**src/rtl/swd_pkg.sv**
```systemverilog
package swd_pkg;
  localparam int WIDTH_W  = 10;
  localparam int CTL_AUTO = 0;
  localparam int CTL_HALT = 1;
  localparam int CTL_WLO  = 2;
  localparam int CTL_FEED = 12;
  localparam int CTL_FCLR = 13;
  localparam int CTL_FLAG = 31;

  typedef enum logic [1:0] {
    A_CTRL = 2'd0,
    A_KEY  = 2'd1,
    A_IRQ  = 2'd2,
    A_ICLR = 2'd3
  } swd_addr_e;

  typedef struct packed {
    logic               auto_feed;
    logic               halt;
    logic [WIDTH_W-1:0] width;
  } swd_cfg_t;

  // Pulse length in cycles; a zero field still yields one cycle.
  function automatic logic [WIDTH_W-1:0] pulse_len(input logic [WIDTH_W-1:0] w);
    return (w == '0) ? WIDTH_W'(1) : w;
  endfunction

  // Count value at which the early warning fires.
  function automatic int warn_point(input int timeout);
    return timeout / 2;
  endfunction
endpackage

```
**src/rtl/swd_sticky.sv**
```systemverilog
module swd_sticky (
  input  logic clk,
  input  logic rst_n,
  input  logic set,
  input  logic clr,
  output logic q
);
  always_ff @(posedge clk or negedge rst_n) begin
    if (!rst_n)   q <= 1'b0;
    else if (set) q <= 1'b1;
    else if (clr) q <= 1'b0;
  end
endmodule

```
**src/rtl/swd_regs.sv**
```systemverilog
module swd_regs #(
  parameter logic [31:0] KEY = 32'h50D83AA1,
  parameter int DEF_WIDTH = 300
) (
  input  logic                  clk,
  input  logic                  rst_n,
  input  logic                  wr_en,
  input  logic [1:0]            addr,
  input  logic [31:0]           wdata,
  input  logic                  flag,
  input  logic                  raw,
  output swd_pkg::swd_cfg_t     cfg,
  output logic                  irq_en,
  output logic                  unlocked,
  output logic                  ctrl_wr,
  output logic                  ctrl_blocked,
  output logic                  feed_evt,
  output logic                  flag_clr_evt,
  output logic                  irq_clr_evt,
  output logic [31:0]           rdata
);
  import swd_pkg::*;

  logic [31:0] key_q;
  logic        sel_ctrl;

  assign unlocked     = (key_q == KEY);
  assign sel_ctrl     = wr_en && (addr == A_CTRL);
  assign ctrl_wr      = sel_ctrl && unlocked;
  assign ctrl_blocked = sel_ctrl && !unlocked;
  assign feed_evt     = ctrl_wr && wdata[CTL_FEED];
  assign flag_clr_evt = ctrl_wr && wdata[CTL_FCLR];
  assign irq_clr_evt  = wr_en && (addr == A_ICLR) && wdata[0];

  always_ff @(posedge clk or negedge rst_n) begin
    if (!rst_n) begin
      cfg.auto_feed <= 1'b0;
      cfg.halt      <= 1'b0;
      cfg.width     <= WIDTH_W'(DEF_WIDTH);
    end else if (ctrl_wr) begin
      cfg.auto_feed <= wdata[CTL_AUTO];
      cfg.halt      <= wdata[CTL_HALT];
      cfg.width     <= wdata[CTL_WLO +: WIDTH_W];
    end
  end

  always_ff @(posedge clk or negedge rst_n) begin
    if (!rst_n)                          key_q <= '0;
    else if (wr_en && addr == A_KEY)     key_q <= wdata;
  end

  always_ff @(posedge clk or negedge rst_n) begin
    if (!rst_n)                          irq_en <= 1'b0;
    else if (wr_en && addr == A_IRQ)     irq_en <= wdata[1];
  end

  always_comb begin
    rdata = '0;
    unique case (addr)
      A_CTRL: begin
        rdata[CTL_FLAG]             = flag;
        rdata[CTL_WLO +: WIDTH_W]   = cfg.width;
        rdata[CTL_HALT]             = cfg.halt;
        rdata[CTL_AUTO]             = cfg.auto_feed;
      end
      A_KEY:  rdata[0] = unlocked;
      A_IRQ:  rdata[2:0] = {raw & irq_en, irq_en, raw};
      default: rdata = '0;
    endcase
  end
endmodule

```
**src/rtl/swd_timer.sv**
```systemverilog
module swd_timer #(
  parameter int TIMEOUT = 4096,
  localparam int CW = $clog2(TIMEOUT)
) (
  input  logic          clk,
  input  logic          rst_n,
  input  logic          halt,
  input  logic          feed,
  input  logic          pulsing,
  output logic [CW-1:0] cnt,
  output logic          timeout_evt,
  output logic          warn_evt
);
  localparam logic [CW-1:0] LAST    = CW'(TIMEOUT - 1);
  localparam logic [CW-1:0] WARN_M1 = CW'(swd_pkg::warn_point(TIMEOUT) - 1);

  logic run;
  assign run         = !halt && !pulsing && !feed;
  assign timeout_evt = run && (cnt == LAST);
  assign warn_evt    = run && (cnt == WARN_M1);

  always_ff @(posedge clk or negedge rst_n) begin
    if (!rst_n)                   cnt <= '0;
    else if (!run || timeout_evt) cnt <= '0;
    else                          cnt <= cnt + CW'(1);
  end
endmodule

```
**src/rtl/swd_pulse.sv**
```systemverilog
module swd_pulse #(
  parameter int WW = 10
) (
  input  logic          clk,
  input  logic          rst_n,
  input  logic          start,
  input  logic [WW-1:0] width,
  output logic          active
);
  logic [WW-1:0] left;

  always_ff @(posedge clk or negedge rst_n) begin
    if (!rst_n)            left <= '0;
    else if (start)        left <= swd_pkg::pulse_len(width);
    else if (left != '0)   left <= left - WW'(1);
  end

  assign active = (left != '0);
endmodule

```
**src/rtl/swd_top.sv**
```systemverilog
module swd_top #(
  parameter int          TIMEOUT   = 4096,
  parameter int          DEF_WIDTH = 300,
  parameter logic [31:0] KEY       = 32'h50D83AA1,
  localparam int CW = $clog2(TIMEOUT)
) (
  input  logic        clk,
  input  logic        rst_n,
  input  logic        wr_en,
  input  logic [1:0]  addr,
  input  logic [31:0] wdata,
  output logic [31:0] rdata,
  output logic        rst_req,
  output logic        irq
);
  import swd_pkg::*;

  swd_cfg_t      cfg;
  logic          irq_en, unlocked, ctrl_wr, ctrl_blocked;
  logic          feed_evt, flag_clr_evt, irq_clr_evt;
  logic          any_feed, timeout_evt, warn_evt;
  logic          flag_q, raw_q;
  logic [CW-1:0] cnt;

  swd_regs #(.KEY(KEY), .DEF_WIDTH(DEF_WIDTH)) u_regs (
    .clk(clk), .rst_n(rst_n), .wr_en(wr_en), .addr(addr), .wdata(wdata),
    .flag(flag_q), .raw(raw_q), .cfg(cfg), .irq_en(irq_en),
    .unlocked(unlocked), .ctrl_wr(ctrl_wr), .ctrl_blocked(ctrl_blocked),
    .feed_evt(feed_evt), .flag_clr_evt(flag_clr_evt),
    .irq_clr_evt(irq_clr_evt), .rdata(rdata)
  );

  assign any_feed = feed_evt || cfg.auto_feed;

  swd_timer #(.TIMEOUT(TIMEOUT)) u_timer (
    .clk(clk), .rst_n(rst_n), .halt(cfg.halt), .feed(any_feed),
    .pulsing(rst_req), .cnt(cnt), .timeout_evt(timeout_evt),
    .warn_evt(warn_evt)
  );

  swd_pulse #(.WW(WIDTH_W)) u_pulse (
    .clk(clk), .rst_n(rst_n), .start(timeout_evt), .width(cfg.width),
    .active(rst_req)
  );

  // Sticky bits: index 0 is the reset flag, index 1 the raw interrupt.
  logic [1:0] st_set, st_clr, st_q;
  assign st_set = {warn_evt, timeout_evt};
  assign st_clr = {irq_clr_evt, flag_clr_evt};

  for (genvar i = 0; i < 2; i++) begin : g_sticky
    swd_sticky u_st (
      .clk(clk), .rst_n(rst_n), .set(st_set[i]), .clr(st_clr[i]), .q(st_q[i])
    );
  end

  assign flag_q = st_q[0];
  assign raw_q  = st_q[1];
  assign irq    = raw_q && irq_en;
endmodule

```
**config.mk**
```make
export PLATFORM = sky130hd
export DESIGN_NAME = swd_top
export DESIGN_NICKNAME = d
export VERILOG_FILES = /design/src/rtl/swd_pkg.sv /design/src/rtl/swd_sticky.sv /design/src/rtl/swd_regs.sv /design/src/rtl/swd_timer.sv /design/src/rtl/swd_pulse.sv /design/src/rtl/swd_top.sv
export SDC_FILE = /design/constraint.sdc
export NUM_CORES = 1
export LEC_CHECK = 0
export BUFFER_PORTS_ARGS = -buffer_cell sky130_fd_sc_hd__buf_2
export CORE_AREA = 2 2 87 89
export DETAILED_ROUTE_END_ITERATION = 7
export DIE_AREA = 0 0 89 91
export HOLD_SLACK_MARGIN = 0.06
export PLACE_DENSITY = 0.73
export SYNTH_ARGS = -nofsm -noshare
export SYNTH_HDL_FRONTEND = slang
export SYNTH_HIERARCHICAL = 1
export SYNTH_SLANG_ARGS = --single-unit
```
**constraint.sdc**
```tcl
create_clock -name clk -period 2.94 [get_ports clk]
set_input_delay 0.294 -clock clk [delete_from_list [all_inputs] [get_ports clk]]
set_output_delay 0.294 -clock clk [all_outputs]
set_load 0.05 [all_outputs]
```
==> results of run 1 <==
[power groups by stage]
stage	logic (µW)	clock network, µW	registers, µW
4_1_cts	507	701	1240
2_1_floorplan	419	0	1220
3_5_place_dp	502	0	1250
5_1_grt	549	755	1260
6_report	503	685	1240
3_3_place_gp	491	0	1240
[per-stage QoR]
step | worst slack, ns | utilization (%) | cell area, µm² | hold slack [ns]
2_1_floorplan | 0.0480 | - | 3500 | -0.00159
3_3_place_gp | 0.395 | 51.9 | 3700 | 0.453
3_5_place_dp | 0.325 | 51.9 | 3700 | 0.449
4_1_cts | 0.293 | 54.4 | 3880 | 0.0939
5_1_grt | 0.100 | 54.4 | 3880 | 0.127
6_report | 0.281 | 54.4 | 3880 | 0.0751
[placed cells by master (no fill, tap or decap), types with 4 or more instances in the layout]
| cell | n |
|---|---|
| dfstp_2 | 4 |
| xnor2_1 | 11 |
| clkbuf_8 | 11 |
| nor4b_2 | 5 |
| nor2_1 | 21 |
| a22o_1 | 4 |
| nand2_1 | 10 |
| xor2_1 | 5 |
| nand3_1 | 5 |
| mux2_4 | 7 |
| nand4_1 | 5 |
| buf_4 | 6 |
| and2_1 | 11 |
| inv_1 | 7 |
| mux2_2 | 41 |
| conb_1 | 19 |
| buf_2 | 51 |
| dfrtp_1 | 65 |
| mux2i_1 | 4 |
[sequential cells by signal, indices dropped and copies added (netlist names)]
name	flops
u_timer/cnt	12
u_pulse/left	10
g_sticky.u_st/q	2
u_regs/key_q	32
u_regs/irq_en	1
u_regs/cfg	12
[path summary, 6_finish.rpt]
| path | from | to | slack [ns] | cells past startpoint |
|---|---|---|---|---|
| setup reg to reg | u_pulse/left[0] | u_pulse/left[8] | 0.28 | 9 |
| max in group asynchronous | rst_n | u_regs/cfg[3] | 2.05 | 2 |
| min in group clk | wdata[15] | u_regs/key_q[15] | 0.20 | 2 |
| hold / removal | rst_n | u_regs/key_q[4] | 0.08 | 1 |
| setup / recovery | u_pulse/left[0] | u_pulse/left[8] | 0.28 | 9 |
| hold reg to reg | u_timer/cnt[0] | u_timer/cnt[0] | 0.48 | 1 |
[metal layers]
| layer | global-route usage (%) | share of wire [%] |
|---|---|---|
| met1 | 23.2 | 45 |
| met2 | 24.9 | 49 |
| met3 | 5.09 | 5.2 |
| met4 | 5.85 | 0.55 |
| met5 | 0 | 0 |
[final cells by class]
type / instances / share of cell area (%)
timing repair buffer: 57 / 7.74
multi-input combinational: 190 / 39.1
sequential: 69 / 44.6
clock buffer: 13 / 4.10
inverter: 7 / 0.677
tap: 99 / 3.19
clock inverter: 3 / 0.516
==> impl_metrics.tcl, run 1 <==
set metrics [dict create \
    relSlewSlack_pct 43.0 \
    p_total_uw 2420 \
    wire_per_inst_um 14.1 \
    grt_usage_pct 16.7 \
    fin_cells 438 \
    hp-class "input pin to async pin" \
    cp_slowest_cell "or3_1" \
    fin_nets 373 \
    drt-vias-per-instance 4.90 \
    grt_first_pass_wirelength_um 10500 \
    period_minus_slack_ns 2.66 \
    drive_above_1_share_pct 40.7 \
    rsz0062_at_grt "no" \
    ir_drop_v 0.000408 \
    pwr-share-seq_pct 51.0 \
    crit_top_cell "inv_1" \
    grt_start_max_net_pins 41 \
    clk_path_buf_depth 2 \
    crit_arrival_ns 2.87 \
    core_area_um2 7140 \
    n_fill_cell 631 \
    die_w_um 89 \
    rows 31 \
    drc 0 \
    dp.cells 422 \
    cp-start-kind "flip-flop" \
    clkPwrFrac_pct 28.3 \
    crit_fanout 15 \
    intPower_uw 1720 \
    crit_chain "inv_1 > ha_1 > nor3b_2 > and4b_1 > inv_1 > or3_1 > nor3_2 > buf_4 > mux2_2" \
    cp_top_family "simple AND/OR/NAND/NOR gates" \
    synthCells 278 \
    initial_core_util_pct 48.0 \
    worst_setup_path_end_kind "flip-flop" \
    syn_area_um2 3420 \
    fmax_mhz 376 \
    area_delta_synth_final_pct 13.3 \
    routed_wl_um 6160 \
    cts-buffers-inserted 9 \
    grt.overflow.total 0 \
    clock_latency_ns 0.32 \
    dp_hpwl_um 4620 \
    root_buffer "clkbuf_8" \
    ctsHoldBuffers 0 \
    clock_sinks 69 \
    firstDrtPassIters 4 \
    final.period_utilization_pct 90.4 \
    multi_input_area_um2 1520 \
    tns_ns 0 \
    postCtsSetupRepairBufs 0 \
    num_vias 2145 \
    path_class "flip-flop to flip-flop" \
    cp_num_buf_inv 3 \
    max_stage_delay_ns 0.47 \
    io_buffers 51 \
    tightest_slew_ns 0.856 \
    leakage_uw 0.00176 \
    required_ns 3.15 \
    place.gp.congestion 0.793 \
    power_switching_share_pct 29.2 \
    ys.warnings.count 6 \
    status "finished clean" \
    register_area_um2 1730 \
    antennaDiodeCount 0 \
    drv_slew 0 \
    h-tree-depth 3 \
    die_y_um 91 \
    drtAntennaViolNets 0 \
    p_comb_share_pct 20.8 \
    skew_ns 0.00756 \
    switchingPower_uw 707 \
    setup_viol 0 \
    synth_area_per_cell_um2 12.3 \
    antenna_found_initial 0 \
    cts_tree "built" \
    cts.reportedPaths.clkPinSlew_ns 0.07 \
    first_iter_violations 161 \
    ctsResizeCount 0 \
    cap_violations 0 \
    hold_violations 0 \
    die-area_um2 8100 \
    power_density_nw_per_um2 625 \
    ioPinCount 71 \
    first_global_vias 2224 \
]
Note: power is estimated with default switching activity, not from simulation.
==> inputs of run 2 (changes only) <==
- BUFFER_PORTS_ARGS: -buffer_cell sky130_fd_sc_hd__buf_2 -> unset
- CORE_AREA: 2 2 87 89 -> 2 2 81 83
- DIE_AREA: 0 0 89 91 -> 0 0 83 85
- DONT_BUFFER_PORTS: unset -> 1
- RECOVER_POWER: unset -> 25
==> run 2 against run 1 <==
  * The flow now finishes with violations (capacitance limit, slew limit)
  * Clock-buffer cell count decreased by 3
  * Power increased by 5.3%
  * First-iteration DRC count decreased by 32%
  * Final cell count decreased by 16%
  * Flip-flop and latch count unchanged
  * Routed wire length decreased by 2.9%
  * Combinational power decreased by 7.6%
  * Clock power increased by 24%
  * Global-route usage increased by 0.65 points
  * Fmax decreased by 1.3%
  * Critical path depth decreased by 1
==> impl_metrics.tcl, run 2 (synthesis results as in run 1) <==
set metrics [dict create \
    antennaDiodeCount 0 \
    crit_chain "inv_1 > ha_1 > nor3b_2 > and4b_1 > inv_1 > or3_1 > nor3_2 > mux2_2" \
    violations "capacitance limit, slew limit" \
    wl_met3_um 372 \
    cts-buffers-inserted 9 \
    routed_wl_um 5990 \
    initial_core_util_pct 55.2 \
    drv_slew 70 \
    drt-vias-per-instance 5.38 \
    leakage_uw 0.00158 \
    hold_path_end "u_regs/key_q[16]" \
    regMostFlops "u_regs/key_q" \
    clock_sinks 69 \
    path_class "flip-flop to flip-flop" \
    antenna_found_initial 0 \
    final_common_cell "dfrtp_1" \
    max_stage_delay_ns 0.47 \
    clock_latency_ns 0.34 \
    drc 0 \
    cts_tree "built" \
    wire_per_inst_um 16.3 \
    r2r_cells 8 \
    holdWs_ns 0.0962 \
    drive_above_1_share_pct 31.3 \
    die_w_um 83 \
    top_layer "met4" \
    grt_first_pass_wirelength_um 9720 \
    p_comb_share_pct 18.2 \
    num_vias 1981 \
    largest_reg_flops 32 \
    relSlewSlack_pct -9.18 \
    rsz0062_at_grt "no" \
    first_iter_violations 110 \
    required_ns 3.16 \
    clkPwrFrac_pct 33.4 \
    firstDrtPassIters 4 \
    die_y_um 85 \
    whs_path_depth 1 \
    first_global_vias 1983 \
    area_delta_synth_final_pct 7.01 \
    tightest_slew_ns 1.64 \
    grt.overflow.total 0 \
    cts.reportedPaths.clkPinSlew_ns 0.08 \
    hold_violations 0 \
    ff2ff_setup_slack_ns 0.25 \
    cp-start-kind "flip-flop" \
    intPower_uw 1850 \
    r2r_end "u_pulse/left[1]" \
    place.gp.congestion 0.772 \
    crit_arrival_ns 2.92 \
    setup_viol 0 \
    met1_length_um 2670 \
    pwr-share-seq_pct 48.4 \
    clk_path_buf_depth 2 \
    power_density_nw_per_um2 696 \
    power_switching_share_pct 27.7 \
    hp-class "input pin to flip-flop" \
    wl_met2_um 2880 \
    period_minus_slack_ns 2.69 \
    cp_num_buf_inv 2 \
    switchingPower_uw 706 \
    fmax_mhz 371 \
    cp_slowest_cell "or3_1" \
    core_area_um2 6200 \
    crit_top_cell "inv_1" \
    cp_top_family "simple AND/OR/NAND/NOR gates" \
    grt_start_max_net_pins 70 \
    io_buffers 0 \
    final.period_utilization_pct 91.6 \
    reg2reg_from "u_pulse/left[0]" \
    skew_ns 0.00853 \
    dp_hpwl_um 4260 \
    top_regs "u_regs/key_q: 32 flops, u_regs/cfg: 12 flops, u_timer/cnt: 12 flops" \
    worst_setup_path_end_kind "flip-flop" \
    worst-path-stages 8 \
    die-area_um2 7060 \
    h-tree-depth 3 \
    crit_fanout 6 \
    layout_common_cells "dfrtp_1 (65), mux2_2 (41), nor2_1 (21), conb_1 (19)" \
    tns_ns 0 \
    grt_usage_pct 17.4 \
    hp-start "wdata[16]" \
    cap_violations 1 \
    drtAntennaViolNets 0 \
    root_buffer "clkbuf_8" \
    rows 29 \
    status "finished, violations left" \
    ir_drop_v 0.000411 \
    ioPinCount 71 \
    fin_nets 325 \
]
-- run 2: changes by cell type in the layout (fill, tap and decap cells not counted), sizes merged --
cell / delta
buf: -50
bufinv: +2
clkbuf: -2
clkinv: +2
clkinvlp: -1
dlygate4sd3: +1
-- run 2: metal layers --
layer	GRT usage, %	vias to the layer above
li1	-	942
met4	4.92	0
met5	0	-
met2	28.7	58
met3	5.74	8
met1	22.1	973
-- run 2: worst max path at each step --
stage | startpoint | end
final | u_pulse/left[0] | u_pulse/left[1]
after detailed placement | u_pulse/left[0] | u_pulse/left[8]
after global placement | u_pulse/left[0] | u_pulse/left[1]
after floorplan | u_pulse/left[0] | u_pulse/left[0]
after global routing | u_pulse/left[0] | u_pulse/left[5]
after CTS | u_pulse/left[0] | u_pulse/left[5]
-- run 2: power by group through the flow --
| stage | logic [µW] | registers [µW] | clock network [µW] |
|---|---|---|---|
| after floorplan | 419 | 1220 | 0 |
| after global placement | 436 | 1250 | 0 |
| after detailed placement | 445 | 1250 | 0 |
| after CTS | 471 | 1230 | 868 |
| after global routing | 509 | 1260 | 910 |
| final | 465 | 1230 | 852 |
-- run 2: worst reg2reg max path, delay by kind of cell, from the launching register on --
kind / cells / cell delay [ns]
buffers and inverters: 2 / 0.17
flip-flops: 1 / 0.41
AND/OR/NAND/NOR: 4 / 1.43
multiplexers: 1 / 0.39
adder cells (fa/ha/maj): 1 / 0.18
-- run 2: cell type report --
type                       instances  area (µm²)
fill                             473        2540
inverter                           7        26.3
clock buffer                      10         138
sequential                        69        1730
timing repair buffer               9        67.6
tap                               77        96.3
clock inverter                     6        86.3
multi-input combinational        190        1520
-- run 2: through the flow --
stage / instance area [µm²] / utilization, % / power (µW) / cells / setup WS (ns)
after floorplan: 3500 / - / 1640 / 296 / 0.0480
after global placement: 3430 / 55.2 / 1680 / 350 / 0.337
after detailed placement: 3430 / 55.2 / 1700 / 350 / 0.249
after CTS: 3690 / 59.4 / 2570 / 368 / 0.236
after global routing: 3660 / 59.1 / 2680 / 368 / 0.0235
final: 3660 / 59.1 / 2550 / 368 / 0.247
-- run 2: timing repair --
item	CTS	global route
setup buffers	0	0
hold buffers	2	0
resized for setup	0	0
endpoints found under the hold margin	69	0
